==> src/rtl/snapctr_pkg.sv <==
package snapctr_pkg;

  typedef enum logic [1:0] {
    SEL_CTL  = 2'd0,
    SEL_LO   = 2'd1,
    SEL_HI   = 2'd2,
    SEL_NONE = 2'd3
  } reg_sel_e;

  localparam int CAPTURE_BIT = 1;
  localparam int ZERO_BIT    = 0;

endpackage

==> src/rtl/snapctr_rst_sync.sv <==
module snapctr_rst_sync #(
  parameter int STAGES = 2
) (
  input  logic clk,
  input  logic rst_n,
  output logic rst_n_sync
);

  logic [STAGES-1:0] chain_q;

  always_ff @(posedge clk or negedge rst_n) begin
    if (!rst_n) chain_q <= '0;
    else        chain_q <= {chain_q[STAGES-2:0], 1'b1};
  end

  assign rst_n_sync = chain_q[STAGES-1];

endmodule

==> src/rtl/snapctr_counter.sv <==
module snapctr_counter #(
  parameter int CNT_W = 64
) (
  input  logic             clk,
  input  logic             rst_n,
  input  logic             tick_en,
  output logic [CNT_W-1:0] count
);

  logic [CNT_W-1:0] count_d;
  logic [CNT_W-1:0] count_q;
  logic             count_en;

  always_comb begin
    count_en = tick_en;
    count_d  = count_q + {{(CNT_W-1){1'b0}}, 1'b1};
  end

  always_ff @(posedge clk or negedge rst_n) begin
    if (!rst_n)        count_q <= '0;
    else if (count_en) count_q <= count_d;
  end

  assign count = count_q;

  AST_CNT_STEP: assert property (@(posedge clk) disable iff (!rst_n)
    tick_en |=> count_q == $past(count_q) + {{(CNT_W-1){1'b0}}, 1'b1});
  AST_CNT_HOLD: assert property (@(posedge clk) disable iff (!rst_n)
    !tick_en |=> $stable(count_q));
  AST_CNT_WRAP: assert property (@(posedge clk) disable iff (!rst_n)
    (tick_en && (&count_q)) |=> count_q == '0);

endmodule

==> src/rtl/snapctr_regs.sv <==
module snapctr_regs
  import snapctr_pkg::*;
#(
  parameter int WORD_W = 32,
  parameter int NWORDS = 2,
  localparam int CNT_W = WORD_W * NWORDS
) (
  input  logic              clk,
  input  logic              rst_n,
  input  logic              wr_ctl,
  input  logic [NWORDS-1:0] wr_word,
  input  logic [WORD_W-1:0] wdata,
  input  logic [CNT_W-1:0]  count,
  output logic [WORD_W-1:0] ctl_q,
  output logic [CNT_W-1:0]  snap_q
);

  localparam logic [WORD_W-1:0] CMD_MASK =
    (WORD_W'(1) << CAPTURE_BIT) | (WORD_W'(1) << ZERO_BIT);

  logic capture_cmd;
  logic zero_cmd;
  logic [WORD_W-1:0] ctl_d;
  logic              ctl_en;

  always_comb begin
    capture_cmd = wr_ctl && wdata[CAPTURE_BIT];
    zero_cmd    = wr_ctl && wdata[ZERO_BIT];
    ctl_en      = wr_ctl;
    ctl_d       = wdata & ~CMD_MASK;
  end

  always_ff @(posedge clk or negedge rst_n) begin
    if (!rst_n)      ctl_q <= '0;
    else if (ctl_en) ctl_q <= ctl_d;
  end

  for (genvar gi = 0; gi < NWORDS; gi++) begin : g_word
    logic [WORD_W-1:0] word_d;
    logic [WORD_W-1:0] word_q;
    logic              word_en;

    always_comb begin
      word_en = 1'b0;
      word_d  = word_q;
      if (wr_word[gi]) begin
        word_en = 1'b1;
        word_d  = wdata;
      end
      if (capture_cmd) begin
        word_en = 1'b1;
        word_d  = count[gi*WORD_W +: WORD_W];
      end
      if (zero_cmd) begin
        word_en = 1'b1;
        word_d  = '0;
      end
    end

    always_ff @(posedge clk or negedge rst_n) begin
      if (!rst_n)       word_q <= '0;
      else if (word_en) word_q <= word_d;
    end

    assign snap_q[gi*WORD_W +: WORD_W] = word_q;
  end

  AST_CAPTURE_COPY: assert property (@(posedge clk) disable iff (!rst_n)
    (wr_ctl && wdata[CAPTURE_BIT] && !wdata[ZERO_BIT]) |=> snap_q == $past(count));
  AST_CMD_SELF_CLEAR: assert property (@(posedge clk) disable iff (!rst_n)
    wr_ctl |=> (ctl_q[CAPTURE_BIT] == 1'b0 && ctl_q[ZERO_BIT] == 1'b0));
  AST_ZERO_WINS: assert property (@(posedge clk) disable iff (!rst_n)
    (wr_ctl && wdata[ZERO_BIT]) |=> snap_q == '0);
  AST_SNAP_QUIET: assert property (@(posedge clk) disable iff (!rst_n)
    (!wr_ctl && wr_word == '0) |=> $stable(snap_q));

endmodule

==> src/rtl/snapctr_top.sv <==
module snapctr_top
  import snapctr_pkg::*;
#(
  parameter int WORD_W = 32,
  parameter int ADDR_W = 2
) (
  input  logic              clk,
  input  logic              rst_n,
  input  logic              tick_en,
  input  logic              wr_en,
  input  logic [ADDR_W-1:0] addr,
  input  logic [WORD_W-1:0] wdata,
  output logic [WORD_W-1:0] rdata
);

  localparam int NWORDS = 2;
  localparam int CNT_W  = WORD_W * NWORDS;

  logic              rst_n_sync;
  logic [CNT_W-1:0]  count;
  logic [WORD_W-1:0] ctl_q;
  logic [CNT_W-1:0]  snap_q;
  logic              wr_ctl;
  logic [NWORDS-1:0] wr_word;
  reg_sel_e          sel;

  snapctr_rst_sync #(.STAGES(2)) u_rst_sync (
    .clk        (clk),
    .rst_n      (rst_n),
    .rst_n_sync (rst_n_sync)
  );

  snapctr_counter #(.CNT_W(CNT_W)) u_counter (
    .clk     (clk),
    .rst_n   (rst_n_sync),
    .tick_en (tick_en),
    .count   (count)
  );

  always_comb begin
    sel        = reg_sel_e'(addr[1:0]);
    wr_ctl     = wr_en && (sel == SEL_CTL);
    wr_word[0] = wr_en && (sel == SEL_LO);
    wr_word[1] = wr_en && (sel == SEL_HI);
  end

  snapctr_regs #(.WORD_W(WORD_W), .NWORDS(NWORDS)) u_regs (
    .clk     (clk),
    .rst_n   (rst_n_sync),
    .wr_ctl  (wr_ctl),
    .wr_word (wr_word),
    .wdata   (wdata),
    .count   (count),
    .ctl_q   (ctl_q),
    .snap_q  (snap_q)
  );

  always_comb begin
    unique case (sel)
      SEL_CTL: rdata = ctl_q;
      SEL_LO:  rdata = snap_q[WORD_W-1:0];
      SEL_HI:  rdata = snap_q[CNT_W-1:WORD_W];
      default: rdata = '0;
    endcase
  end

  AST_IDLE_ADDR_ZERO: assert property (@(posedge clk) disable iff (!rst_n_sync)
    (sel == SEL_NONE) |-> rdata == '0);
  AST_LO_WRITE_ONLY: assert property (@(posedge clk) disable iff (!rst_n_sync)
    (wr_word[0] && !wr_ctl) |=> (snap_q[WORD_W-1:0] == $past(wdata)
                                 && $stable(snap_q[CNT_W-1:WORD_W])));

endmodule

==> config.mk <==
export PLATFORM = sky130hd
export DESIGN_NAME = snapctr_top
export DESIGN_NICKNAME = d
export VERILOG_FILES = /design/src/rtl/snapctr_pkg.sv /design/src/rtl/snapctr_rst_sync.sv /design/src/rtl/snapctr_counter.sv /design/src/rtl/snapctr_regs.sv /design/src/rtl/snapctr_top.sv
export SDC_FILE = /design/constraint.sdc
export NUM_CORES = 1
export LEC_CHECK = 0
export ABC_AREA = 1
export BUFFER_PORTS_ARGS = -buffer_cell sky130_fd_sc_hd__buf_2
export CORE_MARGIN = 5
export CORE_UTILIZATION = 45
export CTS_BUF_LIST = sky130_fd_sc_hd__clkbuf_4 sky130_fd_sc_hd__clkbuf_8 sky130_fd_sc_hd__clkbuf_16
export CTS_CLUSTER_DIAMETER = 50
export DETAILED_ROUTE_END_ITERATION = 12
export SYNTH_ARGS = -nofsm -noshare
export SYNTH_HDL_FRONTEND = slang
export SYNTH_HIERARCHICAL = 1
export SYNTH_SLANG_ARGS = --single-unit
==> constraint.sdc <==
create_clock -name clk -period 5.25 [get_ports clk]
set_clock_uncertainty 0.1 [all_clocks]
set_input_delay 1.05 -clock clk [delete_from_list [all_inputs] [get_ports clk]]
set_output_delay 1.05 -clock clk [all_outputs]
set_load 0.03 [all_outputs]
Word level (Yosys, flattened, before mapping)
Index checks and enable logic that the tools add are counted.
- flip-flop bits (word level): 160
- input bits: 38
- output and inout bits: 32
- reductions and logical operators: 10
- add/subtract/negate cells: 1
- mux-type cells: 13
- equality and inequality tests: 2
- operator list (cell ; count):
    $mux W32 ; 6
    $pmux W32 S3 ; 1
    $add A64 B1 Y64 const B ; 1
    $mux W1 ; 6
    $reduce_bool A3 Y1 ; 2
    $logic_and A1 B1 Y1 ; 5
    $reduce_and A2 Y1 ; 2
    $eq A2 B1 Y1 const B ; 1
    $eq A2 B2 Y1 const B ; 1
    $logic_not A2 Y1 ; 1

Logic depth before layout (Yosys ltp)
- depth in word-level cells: 6
- depth in mapped cells: 11
- depth with buffers taken out: 11

Hierarchy
The synthesis kept the hierarchy.
- by module, submodules not included (module ; cells an instance ; area each (sq um) ; times used):
    snapctr_regs ; 535 ; 4619.4 ; 1
    snapctr_counter ; 500 ; 3769.9 ; 1
    snapctr_top ; 152 ; 800.8 ; 1
    snapctr_rst_sync ; 3 ; 53.8 ; 1

Worst setup path before layout
Ideal clock, no wire load.
- kind: in2out
- start: input port addr[1]
- end: output port rdata[22]
- stages on the path: 4
- arrival time: 1.721 ns
- path buffers: 2
- data required time: 4.100 ns
- setup slack: 2.379 ns
- cell sequence: buf_6 -> buf_2 -> nand3_1 -> nand3_1
- longest elaborated chain between the ends: 2
- elaborated cells between the ends (all ways): 4
- classes of those cells: eq/ne (2); mux (1); reduce/logical (1)
- ends and longest elaborated chain (element ; RTL line ; text):
    from (decl) ; snapctr_top.sv:11 ; input logic [ADDR_W-1:0] addr,
    $eq A2 B2 Y1, or another cell as far along ; snapctr_top.sv:59 ; unique case (sel)
    $pmux W32 S3 (*) ; snapctr_top.sv:59 ;
    to (decl) ; snapctr_top.sv:13 ; output logic [WORD_W-1:0] rdata
Mark *: on every way between the ends. The rest lies on a longest branch, timed or not.

Final worst setup path
- start: input port addr[0]
- end: output port rdata[5]
Same word-level chain as after synthesis.

==> metrics <==
GRT Util Overall=0.234; Post-Place Cells=~1500; r2r setup slk=3.21 ns; startpoint types=input pin; iteration count of the initial detailed-routing pass=5; Final Wtd Congestion=0.915; # IOs=70; Max Slew Vio Count=0; family with the most delay on the worst path=buffers and inverters; TritonCTS clock tree=done; Core ar.=~20000 sq um; worst path bufs/invs=3; Reg2Reg Depth=7; dpl hpwl=19.3 mm; Slew @ Worst Pin=1.02 ns; Fin. Hold Viols=0; post-CTS resize count=0; status=finished, final reports clean; worst r2r dst=u_counter/count[30]; Crit. End Element=primary output; syn_area_per_cell=~7.8 sq um; Layout Nets=1258; WL/cell=18.1 um; worst-skew pair later-pin latency=0.42 ns; Worst Setup SP=addr[0]; leak pwr=about 5.1 nW; fin area=10200 sq um; worst r2r src=u_counter/count[0]; number of global-route vias before repair=7956; initial antenna violation count=0; critical path class=input pin to primary output; Synth async-reset ratio=1.00; fmax=271 MHz; Die H=between 150 and 200 um; Clk pin slew, worst setup/hold paths=roughly 0.070 ns; RSZ-0062 raised after global routing=false; CP arrival=roughly 2.5 ns; ant diodes=0; Final setup viols=0; Critical Path RT=4.10 ns; Yosys reg bits=160; Synth-to-Final Area Change=9.91%; Levels on crit path=5; Mapped Cells=roughly 1200; Final period util=0.702; clk buf depth=2; Final min period=~3.7 ns; Residual DRC=0; post-route insts no fill=1502; crit path max fanout=36; setup TNS=0 ns; overall power=3.33 mW; CP endpoint=rdata[5]; max incr delay on CP=0.64 ns; total gr overflow=0; Hold WC Path Type=flop to flop; post-synthesis sequential area ratio=0.433; placed cell area=9540 sq um; Worst VDD drop=around 0.21 mV; post-synth cell types=35; H-tree levels=4; max_slew headroom=0.321; Num Clock Sinks=160; Multi-input gate area=4480 sq um; Final ANT Viol Nets=0; first-pass GRT wire length=between 40 and 50 mm; CP Cell Sequence=buf_2 > inv_4 > nand3_1 > nand3_1 > buf_2; CTS Hold Buffers Added=0; starting density of the core=0.457; Initial DRC Count=802; Num CTS Buffers=17; layout filler cell count=2049; detailed-route via count=8176; FP Rows=52; full die area=23500 sq um; layout cell share with drive strength beyond 1=0.149; number of buffers added for setup after CTS=0; P per Cell Area=327 nW/um^2; storage element area=around 4000 sq um; Max Cap Viol=0; largest net degree at the start of global routing=159; Routed WL=27.2 mm; Die Wd=153 um; clock root buffer=clkbuf_16; Synth Warn #=6; Max stage delay cell, worst path=buf_2; drt via density=roughly 5.4; top_reg_cell synth=dfrtp_1; area of the mapped netlist=about 9200 sq um; Post-synth EDFFs=0; PortBufs=69
[Yosys cell counts, types with 3 or more instances]
master	n	share of area
nand2_1	391	0.16
nand3_1	191	0.10
dfrtp_1	160	0.43
nand4_1	88	0.060
inv_1	75	0.030
nor2_1	67	0.027
buf_4	32	0.026
mux2_2	30	0.037
xor2_1	25	0.024
buf_2	20	0.011
xnor2_1	20	0.019
nor2_2	13	0.0088
nand2_2	11	0.0074
nor3_1	11	0.0060
buf_6	9	0.011
nor2_4	6	0.0073
nand3b_1	5	0.0041
o21ai_1	5	0.0027
and2_1	3	0.0020
buf_1	3	0.0012
clkbuf_1	3	0.0012
[worst min-delay path by stage]
stage	startpoint	end	slack [ns]	cells past startpoint
after floorplan	u_rst_sync/chain_q[0]	u_rst_sync/chain_q[1]	0.23	0
after detailed placement	u_rst_sync/chain_q[0]	u_rst_sync/chain_q[1]	0.24	0
after global routing	u_rst_sync/chain_q[0]	u_rst_sync/chain_q[1]	0.27	0
after CTS	u_rst_sync/chain_q[0]	u_rst_sync/chain_q[1]	0.26	0
final	u_rst_sync/chain_q[0]	u_rst_sync/chain_q[1]	0.25	0
after global placement	u_rst_sync/chain_q[0]	u_rst_sync/chain_q[1]	0.23	0
[cells in the final DEF, fill, tap and decap left out, types with 17 or more instances in the layout]
cell / instances
buf_2: 69
clkbuf_16: 17
dfrtp_1: 159
inv_1: 75
mux2_2: 30
nand2_1: 391
nand3_1: 191
nand4_1: 88
nor2_1: 67
xnor2_1: 20
xor2_1: 25
[power by group]
group	leakage, nW	total (mW)	internal [mW]	switching, mW
sequential	2.06	1.50	1.38	0.121
clock	0.306	1.32	0.765	0.552
combinational	2.68	0.504	0.185	0.319
total	5.05	3.33	2.33	0.992
[cell type report]
type,count,share of cell area
clock buffer,17,0.0419
clock inverter,15,0.0191
inverter,79,0.0297
multi-input combinational,885,0.441
sequential,160,0.394
tap,270,0.0333
timing repair buffer,76,0.0404
[worst register-to-register path: cells and delay by family, from the launching register on]
kind,cells,cell delay [ns]
XOR/XNOR,1,0.17
adder cells (fa/ha/maj),1,0.24
buffers and inverters,1,0.05
AND/OR/NAND/NOR,4,0.84
flip-flops,1,0.51
[sequential cells by signal, indices dropped and copies added, names as in the netlist]
name,count
u_rst_sync/chain_q,2
u_regs/g_word.word_q,64
u_regs/ctl_q,30
u_counter/count,64
[metrics by stage]
step	util	hold slack, ns	setup slack [ns]
after floorplan	-	0.231	0.362
after global placement	0.471	0.234	1.59
after detailed placement	0.471	0.240	1.56
after CTS	0.502	0.256	1.58
after global routing	0.502	0.273	1.43
final	0.502	0.251	1.56
[routing by layer]
metal  GRT usage  vias up  wire length [um]
met5           0        -                 0
met4      0.0577        0               410
met3      0.0404       33              1770
met2       0.352      282             12100
met1       0.352     3903             12900
li1            -     3958                 -
[cells by family (layout without fill, tap and decap cells)]
kind of cell	after synthesis	after routing	share of synthesized area
xor gates and xnor gates	45	45	0.0426
other	2	3	0.000812
AOI/OAI and AO/OA	7	7	0.00379
adders and majority gates	1	1	0.00135
DFF	160	160	0.433
muxes	30	30	0.0365
buffers and inverters	146	187	0.0828
and+or+nand+nor	799	799	0.399
Power figures use the tool's default switching activity.
